**src/rtl/sdlc_tx_pkg.sv**
```systemverilog
package sdlc_tx_pkg;
   typedef enum logic [2:0] {
      ST_IDLE,
      ST_OPEN,
      ST_DATA,
      ST_FCS,
      ST_CLOSE
   } tx_state_e;

   localparam logic [7:0] FLAG_PAT = 8'h7E;
endpackage

```
**src/rtl/sdlc_tx_fifo.sv**
```systemverilog
module sdlc_tx_fifo #(
   parameter int W     = 9,
   parameter int DEPTH = 4
) (
   input  logic         clk,
   input  logic         rst_n,
   input  logic         in_valid,
   input  logic [W-1:0] in_data,
   output logic         in_ready,
   output logic         out_valid,
   output logic [W-1:0] out_data,
   input  logic         out_pop
);
   localparam int AW = $clog2(DEPTH);
   localparam int CW = AW + 1;

   generate
      if (DEPTH < 2 || (DEPTH & (DEPTH - 1)) != 0) begin : g_depth_bad
         $error("sdlc_tx_fifo: DEPTH must be a power of two of at least 2");
      end
   endgenerate

   logic [W-1:0]  mem [DEPTH];
   logic [AW-1:0] wp_q, rp_q;
   logic [CW-1:0] cnt_q;
   logic          push, pop;

   assign in_ready  = cnt_q != CW'(DEPTH);
   assign out_valid = cnt_q != '0;
   assign out_data  = mem[rp_q];
   assign push      = in_valid && in_ready;
   assign pop       = out_pop && out_valid;

   always_ff @(posedge clk) begin
      if (push) mem[wp_q] <= in_data;
   end

   always_ff @(posedge clk or negedge rst_n) begin
      if (!rst_n) begin
         wp_q  <= '0;
         rp_q  <= '0;
         cnt_q <= '0;
      end else begin
         if (push) wp_q <= wp_q + AW'(1);
         if (pop)  rp_q <= rp_q + AW'(1);
         cnt_q <= cnt_q + CW'(push) - CW'(pop);
      end
   end
endmodule

```
**src/rtl/sdlc_tx_crc.sv**
```systemverilog
module sdlc_tx_crc #(
   parameter int             W    = 16,
   parameter logic [W-1:0]   POLY = 16'h8408,
   parameter logic [W-1:0]   INIT = '1
) (
   input  logic         clk,
   input  logic         rst_n,
   input  logic         init,
   input  logic         en,
   input  logic         din,
   output logic [W-1:0] crc
);
   logic         fb;
   logic [W-1:0] nxt;

   assign fb  = crc[0] ^ din;
   assign nxt = (crc >> 1) ^ (fb ? POLY : '0);

   always_ff @(posedge clk or negedge rst_n) begin
      if (!rst_n)    crc <= INIT;
      else if (init) crc <= INIT;
      else if (en)   crc <= nxt;
   end
endmodule

```
**src/rtl/sdlc_tx_line.sv**
```systemverilog
module sdlc_tx_line #(
   parameter bit HAS_NRZI = 1'b1
) (
   input  logic clk,
   input  logic rst_n,
   input  logic tick,
   input  logic nrzi_en,
   input  logic force_mark,
   input  logic raw,
   output logic txd
);
   logic nxt;

   generate
      if (HAS_NRZI) begin : g_nrzi
         always_comb begin
            if (!nrzi_en)       nxt = raw;
            else if (force_mark) nxt = 1'b1;
            else                nxt = raw ? txd : ~txd;
         end
      end else begin : g_plain
         logic unused_cfg;
         assign unused_cfg = nrzi_en ^ force_mark;
         always_comb nxt = raw;
      end
   endgenerate

   always_ff @(posedge clk or negedge rst_n) begin
      if (!rst_n)    txd <= 1'b1;
      else if (tick) txd <= nxt;
   end
endmodule

```
**src/rtl/sdlc_tx.sv**
```systemverilog
module sdlc_tx
   import sdlc_tx_pkg::*;
#(
   parameter int                DATA_W     = 8,
   parameter int                FIFO_DEPTH = 4,
   parameter int                CRC_W      = 16,
   parameter logic [CRC_W-1:0]  CRC_POLY   = 16'h8408,
   parameter int                STUFF_RUN  = 5,
   parameter bit                HAS_NRZI   = 1'b1
) (
   input  logic              clk,
   input  logic              rst_n,
   input  logic              tick,
   input  logic              cfg_nrzi,
   input  logic              cfg_idle_mark,
   input  logic              cfg_auto_rts,
   input  logic              cfg_rts_req,
   input  logic              wr_valid,
   input  logic [DATA_W-1:0] wr_data,
   input  logic              wr_last,
   output logic              wr_ready,
   output logic              txd,
   output logic              rts_n,
   output logic              eom_latch,
   output logic              underrun
);
   localparam int MAX_A = (CRC_W > DATA_W) ? CRC_W : DATA_W;
   localparam int MAX_N = (MAX_A > 8) ? MAX_A : 8;
   localparam int CNT_W = $clog2(MAX_N);
   localparam int RUN_W = $clog2(STUFF_RUN + 1);

   generate
      if (STUFF_RUN < 1 || STUFF_RUN > 5 || CRC_W < 8 || DATA_W < 1) begin : g_cfg_bad
         $error("sdlc_tx: STUFF_RUN must be 1..5, CRC_W at least 8");
      end
   endgenerate

   tx_state_e         state_q;
   logic [CNT_W-1:0]  cnt_q;
   logic [DATA_W-1:0] sh_q;
   logic              last_q;
   logic [RUN_W-1:0]  ones_q;
   logic              tail_q;
   logic              eom_q, urun_q;

   logic              f_valid, f_pop;
   logic [DATA_W:0]   f_data;
   logic [CRC_W-1:0]  crc_val;

   logic in_body, stuff, flag_bit, flag_end, start, raw, fcs_bit, byte_end, force_mark;

   sdlc_tx_fifo #(.W(DATA_W + 1), .DEPTH(FIFO_DEPTH)) u_fifo (
      .clk      (clk),
      .rst_n    (rst_n),
      .in_valid (wr_valid),
      .in_data  ({wr_last, wr_data}),
      .in_ready (wr_ready),
      .out_valid(f_valid),
      .out_data (f_data),
      .out_pop  (f_pop)
   );

   sdlc_tx_crc #(.W(CRC_W), .POLY(CRC_POLY), .INIT('1)) u_crc (
      .clk  (clk),
      .rst_n(rst_n),
      .init (tick && start),
      .en   (tick && state_q == ST_DATA && !stuff),
      .din  (sh_q[0]),
      .crc  (crc_val)
   );

   assign in_body  = state_q == ST_DATA || state_q == ST_FCS ||
                     (state_q == ST_CLOSE && cnt_q == '0);
   assign stuff    = in_body && ones_q == RUN_W'(STUFF_RUN);
   assign flag_bit = FLAG_PAT[cnt_q[2:0]];
   assign flag_end = cnt_q[2:0] == 3'd7;
   assign start    = state_q == ST_IDLE && f_valid && (cfg_idle_mark || flag_end);
   assign fcs_bit  = ~crc_val[cnt_q];
   assign byte_end = cnt_q == CNT_W'(DATA_W - 1);
   assign f_pop    = tick && ((state_q == ST_OPEN && flag_end) ||
                     (state_q == ST_DATA && !stuff && byte_end && !last_q && f_valid));
   assign force_mark = tail_q && state_q == ST_IDLE;

   always_comb begin
      unique case (state_q)
         ST_IDLE:  raw = cfg_idle_mark | flag_bit;
         ST_OPEN:  raw = flag_bit;
         ST_DATA:  raw = stuff ? 1'b0 : sh_q[0];
         ST_FCS:   raw = stuff ? 1'b0 : fcs_bit;
         ST_CLOSE: raw = stuff ? 1'b0 : flag_bit;
         default:  raw = 1'b1;
      endcase
   end

   sdlc_tx_line #(.HAS_NRZI(HAS_NRZI)) u_line (
      .clk       (clk),
      .rst_n     (rst_n),
      .tick      (tick),
      .nrzi_en   (cfg_nrzi),
      .force_mark(force_mark),
      .raw       (raw),
      .txd       (txd)
   );

   always_ff @(posedge clk or negedge rst_n) begin
      if (!rst_n) begin
         state_q <= ST_IDLE;
         cnt_q   <= '0;
         sh_q    <= '0;
         last_q  <= 1'b0;
         ones_q  <= '0;
         tail_q  <= 1'b0;
         eom_q   <= 1'b0;
         urun_q  <= 1'b0;
      end else if (tick) begin
         tail_q <= (state_q != ST_IDLE) || start;
         unique case (state_q)
            ST_IDLE: begin
               cnt_q <= flag_end ? '0 : cnt_q + CNT_W'(1);
               if (start) begin
                  state_q <= ST_OPEN;
                  cnt_q   <= '0;
                  eom_q   <= 1'b0;
                  urun_q  <= 1'b0;
               end
            end
            ST_OPEN: begin
               cnt_q <= cnt_q + CNT_W'(1);
               if (flag_end) begin
                  state_q <= ST_DATA;
                  cnt_q   <= '0;
                  ones_q  <= '0;
                  sh_q    <= f_data[DATA_W-1:0];
                  last_q  <= f_data[DATA_W];
               end
            end
            ST_DATA: begin
               if (stuff) begin
                  ones_q <= '0;
               end else begin
                  ones_q <= sh_q[0] ? ones_q + RUN_W'(1) : '0;
                  sh_q   <= sh_q >> 1;
                  cnt_q  <= cnt_q + CNT_W'(1);
                  if (byte_end) begin
                     cnt_q <= '0;
                     if (!last_q && f_valid) begin
                        sh_q   <= f_data[DATA_W-1:0];
                        last_q <= f_data[DATA_W];
                     end else begin
                        state_q <= ST_FCS;
                        eom_q   <= 1'b1;
                        if (!last_q) urun_q <= 1'b1;
                     end
                  end
               end
            end
            ST_FCS: begin
               if (stuff) begin
                  ones_q <= '0;
               end else begin
                  ones_q <= fcs_bit ? ones_q + RUN_W'(1) : '0;
                  cnt_q  <= cnt_q + CNT_W'(1);
                  if (cnt_q == CNT_W'(CRC_W - 1)) begin
                     state_q <= ST_CLOSE;
                     cnt_q   <= '0;
                  end
               end
            end
            ST_CLOSE: begin
               ones_q <= '0;
               if (!stuff) begin
                  cnt_q <= cnt_q + CNT_W'(1);
                  if (flag_end) begin
                     state_q <= ST_IDLE;
                     cnt_q   <= '0;
                  end
               end
            end
            default: state_q <= ST_IDLE;
         endcase
      end
   end

   assign rts_n     = cfg_auto_rts ? ~tail_q : ~cfg_rts_req;
   assign eom_latch = eom_q;
   assign underrun  = urun_q;
endmodule

```
**config.mk**
```make
export PLATFORM = sky130hd
export DESIGN_NAME = sdlc_tx
export DESIGN_NICKNAME = d
export VERILOG_FILES = /design/src/rtl/sdlc_tx_pkg.sv /design/src/rtl/sdlc_tx_fifo.sv /design/src/rtl/sdlc_tx_crc.sv /design/src/rtl/sdlc_tx_line.sv /design/src/rtl/sdlc_tx.sv
export SDC_FILE = /design/constraint.sdc
export NUM_CORES = 1
export LEC_CHECK = 0
export ABC_CLOCK_PERIOD_IN_PS = 6000
export BUFFER_PORTS_ARGS = -buffer_cell sky130_fd_sc_hd__buf_2
export CAP_MARGIN = 20
export CORE_UTILIZATION = 35
export DETAILED_ROUTE_END_ITERATION = 8
export SLEW_MARGIN = 25
export SYNTH_ARGS = -nofsm -noshare
export SYNTH_HDL_FRONTEND = slang
export SYNTH_SLANG_ARGS = --single-unit
```
**constraint.sdc**
```tcl
create_clock -name clk -period 6 [get_ports clk]
set_input_delay 0.3 -clock clk [delete_from_list [all_inputs] [get_ports clk]]
set_output_delay 0.3 -clock clk [all_outputs]
set_load 0.01 [all_outputs]
```
# Word level (Yosys, flattened, before mapping)

Memory sizes are Yosys's and may differ from the RTL's.
Index checks and enable logic that the tools add are counted.

Flip-flop bits (word level): 46
RAM bits: 36
Bits in read-only memories: 8
Input bits: 17
Output and inout port bits: 5
Logic and storage cells: 151
Memories kept: 2

Add/subtract/negate cells: 6
Magnitude comparators: 2
Equality and inequality tests: 21
Muxes and demuxes: 59
Bitwise logic cells: 7
Reductions and logical operators: 41

Memories:

| memory          | words | width | rd ports | clocked after Yosys merged registers in | write ports | line               | RTL |
|---|---|---|---|---|---|---|---|
| u_fifo.mem      | 4     | 9     | 1        | 0                                       | 1           | sdlc_tx_fifo.sv:23 | `logic [W-1:0] mem [DEPTH];` |
| (no name shown) | 8     | 1     | 1        | 0                                       | 0           | sdlc_tx.sv:75      | `assign flag_bit = FLAG_PAT[cnt_q[2:0]];` |

Operators by type and width:

| operator                                            | count |
|---|---|
| 2-to-1 mux 16 bit                                   | 3 |
| 2-to-1 mux 3 bit                                    | 13 |
| 2-to-1 mux 8 bit                                    | 4 |
| 2-to-1 mux 4 bit                                    | 7 |
| 2-to-1 mux 1 bit                                    | 23 |
| one-hot mux 4 bit (5 select lines)                  | 1 |
| != test 2 bit, second input constant                | 9 |
| logical AND 1 bit                                   | 17 |
| one-hot mux 8 bit (2 select lines)                  | 1 |
| XOR 15 x 16 -> 16 bit                               | 1 |
| one-hot mux 3 bit (5 select lines)                  | 1 |
| one-hot mux 3 bit (4 select lines)                  | 1 |
| AND reduction 6 bit                                 | 2 |
| AND reduction 10 bit                                | 1 |
| equality test 3 bit, second input constant          | 3 |
| AND reduction 7 bit                                 | 1 |
| equality test 3 x 2 -> 1 bit, second input constant | 2 |
| != test 3 bit, second input constant                | 2 |
| one-hot mux 1 bit (2 select lines)                  | 3 |
| nonzero test 2 bit                                  | 3 |
| nonzero test 3 bit                                  | 2 |
| logical OR 1 bit                                    | 5 |
| < comparator 4 x 5 -> 1 bit, second input constant  | 1 |
| one-hot mux 1 bit (5 select lines)                  | 1 |
| 23 further kinds                                    | 29 |

# Logic depth before layout (Yosys ltp)

Gate-level depths: netlist of the first run.

Depth in word-level cells: 13
Gate-level depth with buffers: 12
Mapped depth without buffers: 12

# Cells and area by module

Synthesis of the first run repeated with hierarchy kept, for this count alone.

Cell total of the unflattened synthesis: 314
Area total of the unflattened synthesis: 4132.7 um^2

By module, submodules not included:

| module       | instances | cells each | area each (um^2) | sequential area each (um^2) |
|---|---|---|---|---|
| sdlc_tx_fifo | 1         | 88         | 1775.5           | 1256.2 |
| sdlc_tx      | 1         | 164        | 1541.5           | 550.5 |
| sdlc_tx_crc  | 1         | 56         | 740.7            | 420.4 |
| sdlc_tx_line | 1         | 6          | 75.1             | 26.3 |

# Worst setup path after synthesis of the first run

OpenSTA, ideal clock, no wires.

Path type: register -> register
Start: register cnt_q[1]
End: register u_fifo.cnt_q[2]
Arrival time: 2621 ps
Required time: 5874 ps
Path slack: 3252 ps
Cell stages (with the launch flop): 13
Clock period less this slack: 2748 ps
Cell sequence: dfrtp_1 ha_1 ha_1 and3b_1 a31oi_1 nor4b_2 ha_1 inv_1 ha_1 inv_1 fa_1 xnor2_1 xnor2_1

Word-level cells in the longest chain between the ends: 13

Ends and longest elaborated chain:

| item                           | line               | RTL |
|---|---|---|
| start, declared                | sdlc_tx.sv:39      | `logic [CNT_W-1:0] cnt_q;` |
| start signal, assigned         | sdlc_tx.sv:119     | `cnt_q <= flag_end ? '0 : cnt_q + CNT_W'(1);` |
| start signal, assigned         | sdlc_tx.sv:128     | `cnt_q <= cnt_q + CNT_W'(1);` |
| start signal, assigned         | sdlc_tx.sv:143     | `cnt_q <= cnt_q + CNT_W'(1);` |
| zero test 4 bit                | sdlc_tx.sv:73      | `(state_q == ST_CLOSE && cnt_q == '0);` |
| logical AND 1 bit              | sdlc_tx.sv:73      |  |
| logical OR 1 bit               | sdlc_tx.sv:72      | `assign in_body = state_q == ST_DATA \|\| state_q == ST_FCS \|\|` |
| logical AND 1 bit              | sdlc_tx.sv:74      | `assign stuff = in_body && ones_q == RUN_W'(STUFF_RUN);` |
| zero test 1 bit                | --                 |  |
| logical AND 1 bit (4 in a row) | sdlc_tx.sv:81      | `(state_q == ST_DATA && !stuff && byte_end && !last_q && f_valid));` |
| logical OR 1 bit *             | sdlc_tx.sv:80      | `assign f_pop = tick && ((state_q == ST_OPEN && flag_end) \|\|` |
| logical AND 1 bit *            | sdlc_tx.sv:80      |  |
| logical AND 1 bit *            | sdlc_tx_fifo.sv:32 | `assign pop = out_pop && out_valid;` |
| via u_fifo.pop                 | sdlc_tx_fifo.sv:26 | `logic push, pop;` |
| subtractor 3 x 1 -> 3 bit *    | sdlc_tx_fifo.sv:46 | `cnt_q <= cnt_q + CW'(push) - CW'(pop);` |
| end signal, assigned           | sdlc_tx_fifo.sv:46 |  |
| end, declared                  | sdlc_tx_fifo.sv:25 | `logic [CW-1:0] cnt_q;` |

Mark *: on every way through the listed nets, which the timed path passes. The rest lies on a longest branch.
A chain may end at the register's enable or synchronous reset.

# Worst setup path after layout of the first run

Start: register cnt_q[0]
End: register u_fifo.cnt_q[2]

Same word-level chain as after synthesis.

==> flow_summary_export.csv, run 1 <==
group,metric,value,unit
placed_design,dp_cells,479,
placed_design,placed_area,0.004197,sq mm
global_routing,grt_max_degree,47,
sta,setup_tns,0,ns
sta,finalCritPeriodShare,0.5199,
sta,slew_headroom,0.4941,
sta,worst_slack,2.880,ns
placed_design,numPortBuffers,21,
final_layout,final_layout_size_suffix_gt1_frac,0.1972,
sta,final_hold_viol_count,29,
worst_setup_path,crit_path_end_kind,"flip-flop",
synthesis,yosysSeqAreaShare,0.5628,
power_and_ir_drop,cellPowerDensity,520.4,mW/mm^2
sta,worstMarginPinSlew,0.7567,ns
power_and_ir_drop,peakVddDrop,0.0001743,V
placed_design,gp_congestion,0.8326,
synthesis,synth_top_flop_cell,"edfxtp_1",
worst_setup_path,cp_max_fo,10,
worst_setup_path,arrival,3.34,ns
routing,wire_per_inst,15.57,um
final_layout,area_growth,12.41,%
sta,fin_hold_ws,-0.03295,ns
routing,first_iter_violations,84,
hold_path,hold_class,"input pin to asynchronous set/reset pin",
routing,drc,0,
synthesis,syn_area_per_cell,11.92,sq um
job,cap_violations,0,
die,core-area,0.01098,sq mm
final_layout,insertedDiodeCount,0,
final_layout,fin_nets,379,
routing,routed_via_density,5.309,
global_routing,antenna_found_initial,0,
clock_network,numCtsBuffers,9,
worst_setup_path,required,6.22,ns
clock_network,clk_pin_slew_worst_paths,0.06,ns
sta,grt_setup_unrepaired,"false",
clock_network,clock_path_buffers,2,
synthesis,netlist_area,0.004004,sq mm
die,chipWidth,109.0,um
sta,fin_worst_skew,0.004911,ns
routing,ant_nets,0,
clock_network,post_cts_resize_count,0,
final_layout,utilization,0.4098,
routing,wl,7.705,mm
sta,setup_viol,0,
synthesis,ys_seq_elements,82,
global_routing,first_global_vias,2492,
clock_network,cts_setup_buffers,0,
clock_network,cts_max_level,3,
status,violations,"hold timing",
die,ioPinCount,22,
sta,period_minus_slack,3.120,ns
sta,slew_violations,0,
synthesis,ys_warn_count,0,
synthesis,synthCells,336,
final_layout,instances_no_fill,495,
synthesis,yosysTopAreaCellShare,0.2700,
final_layout,fin_area,0.004501,sq mm
sta,fmax,320.5,MHz
clock_network,cts_tree,"yes",
synthesis,async_flop_share,0.5610,
die,die_area,0.01187,sq mm
clock_network,cts.sinks,82,
placed_design,dp_hpwl,5.252,mm
power_and_ir_drop,power.leakage,1.774,nW
status,status,"complete, but fails checks",
global_routing,grt_pass1_wl,12.95,mm
final_layout,final_common_cell,"nand2_1",
synthesis,ys_types,58,
placed_design,dpl_worst_slack,2.846,ns
routing,dr.pass1.iters,4,
clock_network,cts-root-buf,"clkbuf_16",
die,die_y,109.0,um
synthesis,synth.area.top_cells,"edfxtp_1 (27%), dfrtp_1 (18%), dfstp_2 (11%), mux4_2 (6.2%), nand2_1 (5.4%)",
worst_setup_path,worstSetupStartpointType,"flip-flop",
final_layout,final_cell_mix,"nand2_1 (58), edfxtp_1 (36), dfrtp_1 (29)",
routing,vias,2628,
global_routing,track_usage,0.1451,
clock_network,cts_hold_buf,0,
power_and_ir_drop,total_power,2.342,mW
global_routing,overflow,0,
clock_network,clock_latency,0.34,ns
die,rows,38,
synthesis,synth.net_count,365,
synthesis,synth_edf_count,36,
die,initial_core_util,0.3645,
worst_setup_path,path_class,"flip-flop to flip-flop",
synthesis,synth_area_leader_cell,"edfxtp_1",
-- per-layer routing --
metal  wire length, um  part of all wire  track usage
met1              3593              0.47       0.2037
met3               349             0.045      0.02152
met4               127             0.016      0.08301
met5                 0                 0            0
met2              3634              0.47       0.2134
-- report_power, final --
group          internal [mW]  switching, mW  total, mW  leakage (nW)
sequential             0.829          0.219       1.05         0.866
combinational          0.362          0.379      0.741         0.763
clock                  0.325          0.228      0.553         0.144
total                   1.52          0.826       2.34          1.77
-- area by class of cell --
class                      count  area [sq um]
clock buffer                   9         225.2
sequential                    82          2253
inverter                      13         48.80
tap                          140         175.2
clock inverter                 7         76.32
timing repair buffer          21         107.6
multi-input combinational    223          1614
fill                        1016          6482
-- critical path, stage by stage, from the launching register on --
cell and delay, ns:
dfrtp_1 0.58, ha_1 0.30, ha_1 0.28, and3b_1 0.20, a31oi_1 0.06, nor4b_2 0.41
ha_1 0.31, inv_1 0.06, ha_1 0.13, inv_1 0.05, fa_1 0.37, xnor2_1 0.14
xnor2_1 0.12
-- kinds of logic (layout without fill, tap and decap cells) --
family	count (synthesis)	after routing	share of synthesized area
buf+inv	31	50	0.03406
xor+xnor	10	10	0.02187
flops	82	82	0.5628
compound gates	57	57	0.09688
mux	24	24	0.09938
fa+ha+maj	12	12	0.03937
simple gates	120	120	0.1456
-- Yosys cell counts (all sizes together), types with 2 or more instances --
cell,count
o41a,2
a32o,2
nand3,19
o311ai,2
inv,13
dfrtp,29
xnor2,6
o211ai,3
nor3,4
buf,12
a31oi,2
nand4,3
xor2,4
ha,11
mux4,12
clkbuf,6
nor3b,3
edfxtp,36
a22oi,2
mux2i,9
nor2,10
mux2,3
a21oi,6
o21a,2
nand2b,4
dfstp,17
nor2b,3
a22o,3
and2,3
nand2,58
o21ai,22
and3,5
-- path summary, 6_finish.rpt --
path                                  from               end  slack [ns]  cells after the start
worst max-delay path              cnt_q[0]   u_fifo.cnt_q[2]        2.88                     12
worst min-delay path                 rst_n         ones_q[1]       -0.03                      1
worst max register to register    cnt_q[0]   u_fifo.cnt_q[2]        2.88                     12
worst min register to register     sh_q[2]           sh_q[2]        0.48                      2
max in group asynchronous            rst_n           sh_q[2]        5.64                      1
min in group clk                wr_data[5]  u_fifo.mem[0][5]        0.18                      1
-- sequential cells by signal, summed over array words and instances, names as in the netlist --
signal	cells
u_line.txd	1
last_q	1
ones_q	3
sh_q	8
state_q	3
cnt_q	4
u_crc.crc	16
u_fifo.wp_q	2
underrun	1
u_fifo.rp_q	2
u_fifo.cnt_q	3
u_fifo.mem	36
tail_q	1
eom_latch	1
No activity file was read; power rests on OpenSTA's default activity.
==> run 2, diff against run 1 <==
- ABC_CLOCK_PERIOD_IN_PS: 6000 -> 3200
- clock period: 6 -> 3.2 ns (I/O delays scaled with it)
==> run 2 against run 1 <==
Net effect:
- the run now ends clean
- critical endpoint unchanged
- sequential share of layout area is 0.69 points lower
- highest routed layer unchanged
- setup slack lost 2.5 ns
- register-to-register slack worse by 2.5 ns
- clock power increased by 86%
==> flow_summary_export.csv, run 2 (synthesis gave the netlist of run 1 again) <==
group,metric,value,unit
routing,wire_per_inst,14.96,um
die,die_area,0.01187,sq mm
worst_setup_path,crit_family,"adder cells",
power_and_ir_drop,power.leakage,1.812,nW
sta,slew_headroom,0.5165,
worst_setup_path,critical_path_buf_inv_count,2,
final_layout,fillerInstances,1003,
status,status,"finished, final reports clean",
die,initial_core_util,0.3645,
sta,period_minus_slack,2.799,ns
placed_design,dp_hpwl,5.230,mm
die,ioPinCount,22,
sta,fin_worst_skew,0.006470,ns
global_routing,first_global_vias,2469,
power_and_ir_drop,cellPowerDensity,970.9,mW/mm^2
sta,finalCritPeriodShare,0.8747,
routing,drc,0,
global_routing,grt_pass1_wl,12.88,mm
routing,vias,2599,
final_layout,reg_top3,"u_fifo.mem: 36 flops, u_crc.crc: 16 flops, sh_q: 8 flops",
global_routing,grt_max_degree,47,
global_routing,overflow,0,
clock_network,cts_max_level,3,
worst_setup_path,crit_path_end_kind,"flip-flop",
placed_design,dpl_worst_slack,0.4329,ns
worst_setup_path,path_class,"flip-flop to flip-flop",
clock_network,numCtsBuffers,9,
placed_design,gp_congestion,0.8215,
worst_setup_path,cp_common_cell,"ha_1",
final_layout,largest-register,"u_fifo.mem",
final_layout,fin_nets,387,
routing,wl,7.526,mm
clock_network,cts-root-buf,"clkbuf_16",
worst_setup_path,worstPathCellList,"ha_1, ha_1, and3b_1, a31oi_1, nor4b_2, ha_1, inv_1, ha_1, inv_1, fa_1, xnor2_1, xnor2_1",
final_layout,insertedDiodeCount,0,
die,die_y,109.0,um
final_layout,area_growth,13.97,%
sta,fmax,357.3,MHz
clock_network,clk_pin_slew_worst_paths,0.06,ns
routing,dr.pass1.iters,4,
worst_setup_path,worstSetupStartpointType,"flip-flop",
sta,setup_tns,0,ns
worst_setup_path,arrival,3.01,ns
sta,grt_setup_unrepaired,"false",
final_layout,largest_register_ffs,36,
worst_setup_path,cpMaxStageDelayCell,"fa_1",
sta,worst_slack,0.4011,ns
power_and_ir_drop,peakVddDrop,0.0003920,V
placed_design,numPortBuffers,21,
clock_network,clock_latency,0.33,ns
worst_setup_path,cp_max_fo,6,
die,chipWidth,109.0,um
sta,setup_viol,0,
hold_path,hold_class,"input pin to flip-flop",
final_layout,final_common_cell,"nand2_1",
clock_network,cts.sinks,82,
clock_network,clock_path_buffers,2,
sta,final_hold_viol_count,0,
routing,first_iter_violations,129,
routing,ant_nets,0,
sta,worstMarginPinSlew,0.7232,ns
sta,slew_violations,0,
clock_network,cts_tree,"yes",
final_layout,seqCellArea,0.002253,sq mm
final_layout,multiInputGateArea,0.001614,sq mm
final_layout,utilization,0.4155,
global_routing,antenna_found_initial,0,
routing,routed_via_density,5.167,
die,core-area,0.01098,sq mm
worst_setup_path,slowest_delay,0.37,ns
worst_setup_path,required,3.41,ns
global_routing,track_usage,0.1438,
final_layout,final_cell_mix,"nand2_1 (58), edfxtp_1 (36), dfrtp_1 (29)",
die,rows,38,
job,cap_violations,0,
final_layout,final_layout_size_suffix_gt1_frac,0.2121,
## run 2: changes by cell type in the layout (fill, tap and decap cells not counted)
cell	change
dlygate4sd3_1	+1
clkbuf_1	+1
buf_4	+7
clkinv_1	-1
## run 2: final timing paths
check	startpoint	to	slack [ns]	depth (start not counted)
max in group asynchronous	rst_n	eom_latch	2.43	2
min	wr_data[6]	u_fifo.mem[3][6]	0.04	1
min reg2reg	sh_q[5]	sh_q[5]	0.48	2
min in group asynchronous	rst_n	ones_q[2]	0.38	2
max reg2reg	cnt_q[1]	u_fifo.cnt_q[2]	0.40	12
max	cnt_q[1]	u_fifo.cnt_q[2]	0.40	12
## run 2: layout make-up
class / instances / share of cell area
inverter: 13 / 0.01069
sequential: 82 / 0.4938
tap: 140 / 0.03839
timing repair buffer: 29 / 0.03729
multi-input combinational: 223 / 0.3537
clock buffer: 10 / 0.05018
clock inverter: 6 / 0.01590
## run 2: layer usage
layer | part of all wire | global-route usage | vias up | wire length [um]
li1 | - | - | 1272 | -
met1 | 0.49 | 0.2112 | 1263 | 3712
met2 | 0.46 | 0.2080 | 59 | 3425
met3 | 0.041 | 0.03168 | 5 | 309
met4 | 0.010 | 0.04923 | 0 | 79
met5 | 0 | 0 | - | 0
## run 2: metrics by stage
stage | hold slack, ns | power [mW] | cells | instance area [sq um]
global route | 0.04065 | 4.777 | 503 | 4563
finish | 0.03697 | 4.430 | 503 | 4563
floorplan | -0.1356 | 3.033 | 336 | 4004
global placement | 0.3730 | 3.402 | 486 | 4249
CTS | 0.02728 | 4.483 | 503 | 4563
detailed placement | 0.2114 | 3.429 | 486 | 4252
## run 2: power by group
| group | switching [mW] | leakage (nW) | internal, mW |
|---|---|---|---|
| Combinational | 0.824 | 0.802 | 0.722 |
| Sequential | 0.301 | 0.866 | 1.55 |
| Clock | 0.417 | 0.144 | 0.613 |
## run 2: timing repair
item / 4_1_cts / 5_1_grt
hold endpoints to repair: 29 / 0
resized for setup: 0 / 0
buffers inserted: 0 / 0
hold buffers: 1 / 0
==> run 3, diff against run 2 <==
- ABC_AREA: default -> 1
- ABC_CLOCK_PERIOD_IN_PS: 3200 -> 2700
- clock period: 3.2 -> 2.7 ns (I/O delays scaled with it)
==> run 3 against run 2 <==
Net effect:
- sequential cell count unchanged
- first-iteration DRC count increased by 27%
- core utilization increased by 0.55 points
- final cell count increased by 23%
- global-route usage about the same
- clock-buffer cell count decreased by 1
- non-clock buffer count increased by 10
- area after synthesis increased by 3.7%
- clock power increased by 18%
- combinational power increased by 57%
- synthesized cell count increased by 29%
- setup slack got worse by 0.26 ns
- critical path type unchanged
- largest power group is now combinational logic
==> flow_summary_export.csv, run 3 <==
group,metric,value,unit
status,status,"finished, final reports clean",
synthesis,ys_seq_elements,82,
global_routing,grt_max_degree,38,
routing,routed_via_density,4.848,
clock_network,cts_tree,"yes",
sta,finalCritPeriodShare,0.9478,
worst_setup_path,cp_common_cell,"ha_1",
clock_network,cts-root-buf,"clkbuf_16",
worst_setup_path,arrival,2.78,ns
clock_network,clk_pin_slew_worst_paths,0.07,ns
final_layout,insertedDiodeCount,0,
routing,wl,8.190,mm
synthesis,synth.net_count,463,
worst_setup_path,crit_family,"adder cells",
clock_network,clock_path_buffers,2,
routing,drc,0,
clock_network,cts_max_level,3,
worst_setup_path,cpMaxStageDelayCell,"dfrtp_1",
worst_setup_path,worstSetupStartpointType,"flip-flop",
synthesis,ys_warn_count,0,
sta,worst_slack,0.1409,ns
placed_design,gp_congestion,0.9345,
die,core-area,0.01147,sq mm
synthesis,synth.area.top_cells,"edfxtp_1 (26%), dfrtp_1 (17%), dfstp_2 (11%), nand2_1 (5.8%), o21ai_0 (5.7%)",
sta,setup_tns,0,ns
global_routing,first_global_vias,2928,
power_and_ir_drop,cellPowerDensity,1188,mW/mm^2
die,ioPinCount,22,
worst_setup_path,cp_max_fo,3,
final_layout,fin_nets,501,
die,chipWidth,110.9,um
sta,period_minus_slack,2.559,ns
worst_setup_path,cp-endpoint,"u_fifo.cnt_q[2]",
worst_setup_path,r2r_end,"u_fifo.cnt_q[2]",
synthesis,async_flop_share,0.5610,
synthesis,synth_top_flop_cell,"edfxtp_1",
final_layout,utilization,0.4209,
synthesis,synth_area_leader_cell,"edfxtp_1",
routing,dr.pass1.iters,4,
clock_network,numCtsBuffers,9,
worst_setup_path,slowest_delay,0.38,ns
routing,first_iter_violations,164,
sta,fin_worst_skew,0.009106,ns
power_and_ir_drop,peakVddDrop,0.0006741,V
die,die_y,110.9,um
final_layout,largest_register_ffs,36,
die,initial_core_util,0.3621,
synthesis,netlist_area,0.004153,sq mm
worst_setup_path,required,2.92,ns
final_layout,largest-register,"u_fifo.mem",
synthesis,synthMostInstantiatedCell,"nand2_1",
job,cap_violations,0,
worst_setup_path,critical_path_buf_inv_count,4,
global_routing,overflow,0,
final_layout,final_cell_mix,"nand2_1 (64), inv_1 (51), o21ai_0 (47)",
clock_network,clock_latency,0.34,ns
worst_setup_path,rrSetupSlack,0.14,ns
synthesis,ys_types,41,
final_layout,fillerInstances,1101,
die,die_area,0.01230,sq mm
worst_setup_path,r2r-start,"cnt_q[0]",
clock_network,cts.sinks,82,
sta,final_hold_viol_count,0,
synthesis,yosys-top-cells-count,"nand2_1 (64), inv_1 (52), o21ai_0 (47), nor2_1 (42), edfxtp_1 (36)",
synthesis,syn_area_per_cell,9.569,sq um
sta,slew_headroom,0.5922,
sta,worstMarginPinSlew,0.6111,ns
placed_design,dpl_worst_slack,0.03563,ns
routing,ant_nets,0,
worst_setup_path,cp.depth,14,
global_routing,track_usage,0.1436,
worst_setup_path,rr_worst_depth,14,
die,rows,39,
worst_setup_path,cp-startpoint,"cnt_q[0]",
sta,fin_hold_ws,0.01463,ns
power_and_ir_drop,power.leakage,2.074,nW
worst_setup_path,crit_path_end_kind,"flip-flop",
routing,vias,3006,
synthesis,yosysTopAreaCellShare,0.2603,
sta,slew_violations,0,
final_layout,final_layout_size_suffix_gt1_frac,0.2369,
synthesis,yosysSeqAreaShare,0.5426,
hold_path,hold_class,"input pin to flip-flop",
worst_setup_path,path_class,"flip-flop to flip-flop",
sta,grt_setup_unrepaired,"false",
routing,wire_per_inst,13.21,um
sta,fmax,390.8,MHz
placed_design,numPortBuffers,21,
global_routing,grt_pass1_wl,14.13,mm
final_layout,final_common_cell,"nand2_1",
hold_path,hold_start,"wr_data[0]",
final_layout,reg_top3,"u_fifo.mem: 36 flops, u_crc.crc: 16 flops, sh_q: 8 flops",
synthesis,synth_edf_count,36,
global_routing,antenna_found_initial,0,
synthesis,synthCells,434,
placed_design,dp_hpwl,5.672,mm
final_layout,area_growth,16.24,%
worst_setup_path,worstPathCellList,"ha_1, ha_1, or2_1, nand2_2, inv_2, nand4_4, inv_1, ha_1, inv_1, ha_1, inv_1, fa_2, xnor2_2, xor2_1",
sta,setup_viol,0,
run 3: cell types whose count changed in the layout (fill, tap and decap cells not counted), moves of 5 or more:
| cell | delta |
|---|---|
| inv_1 | +38 |
| nor2_1 | +30 |
| o21ai_0 | +25 |
| o21ai_1 | +23 |
| o21ai_2 | +14 |
| mux4_2 | -11 |
| o22ai_1 | +10 |
| mux2i_1 | -9 |
| inv_2 | +8 |
| nand2_1 | +6 |
| and3_1 | -5 |
| dlygate4sd3_1 | +5 |
| nor2_2 | +5 |
run 3: per-layer routing:
layer	share of wire	up-vias	wire [um]	GRT usage
li1	-	1528	-	-
met1	0.47	1406	3854	0.1851
met2	0.48	61	3897	0.2315
met3	0.037	11	299	0.03663
met4	0.017	0	139	0.05600
met5	0	-	0	0
run 3: where the power goes:
group	total [mW]	internal, mW	switching, mW
sequential	2.08	1.82	0.251
clock	1.22	0.657	0.565
combinational	2.44	0.870	1.57
run 3: worst reg2reg max path: cells and delay by family, from the launching register on:
| family | cells | cell delay (ns) |
|---|---|---|
| buffers and inverters | 4 | 0.22 |
| xor gates and xnor gates | 2 | 0.28 |
| adders and majority gates | 5 | 1.17 |
| DFF | 1 | 0.38 |
| and+or+nand+nor | 3 | 0.38 |
run 3: worst min-delay path by stage:
stage                             to  slack, ns  cells after the start
finish              u_fifo.mem[0][0]       0.01                      1
global route        u_fifo.mem[1][7]       0.01                      1
detailed placement           sh_q[4]       0.01                      1
floorplan                   cnt_q[0]      -0.16                      0
global placement             sh_q[3]       0.01                      1
CTS                 u_fifo.mem[3][0]     0.0008                      1
run 3: repair_timing:
item                                    4_1_cts  5_1_grt
hold buffers                                  6        0
hold endpoints to repair                     29        0
endpoints found under the setup margin        0        1
gates resized for setup                       0        7
setup buffers                                 0        2
run 3: per-stage QoR:
step | power (mW) | instances | cell area (sq um)
2_1_floorplan | 3.920 | 434 | 4153
3_3_place_gp | 4.405 | 596 | 4422
3_5_place_dp | 4.466 | 596 | 4422
4_1_cts | 5.716 | 618 | 4781
5_1_grt | 6.220 | 620 | 4827
6_report | 5.736 | 620 | 4827
run 3: cells by family after synthesis:
logic type / Yosys count / share of synthesized area
DFF: 82 / 0.5426
and+or+nand+nor: 151 / 0.1720
xor gates and xnor gates: 8 / 0.01687
AOI/OAI and AO/OA: 108 / 0.1519
adders and majority gates: 12 / 0.03796
buffers and inverters: 73 / 0.07864
run 3: cell type report:
type                    instances  area, sq um  share of cell area
well taps                     143        178.9             0.03707
inverters                      61        236.5             0.04899
repair buffers                 39        255.2             0.05288
flip-flops and latches         82         2253              0.4668
multi-input cells             279         1604              0.3323
clock inverters                 7        73.82             0.01529
clock buffers                   9        225.2             0.04666
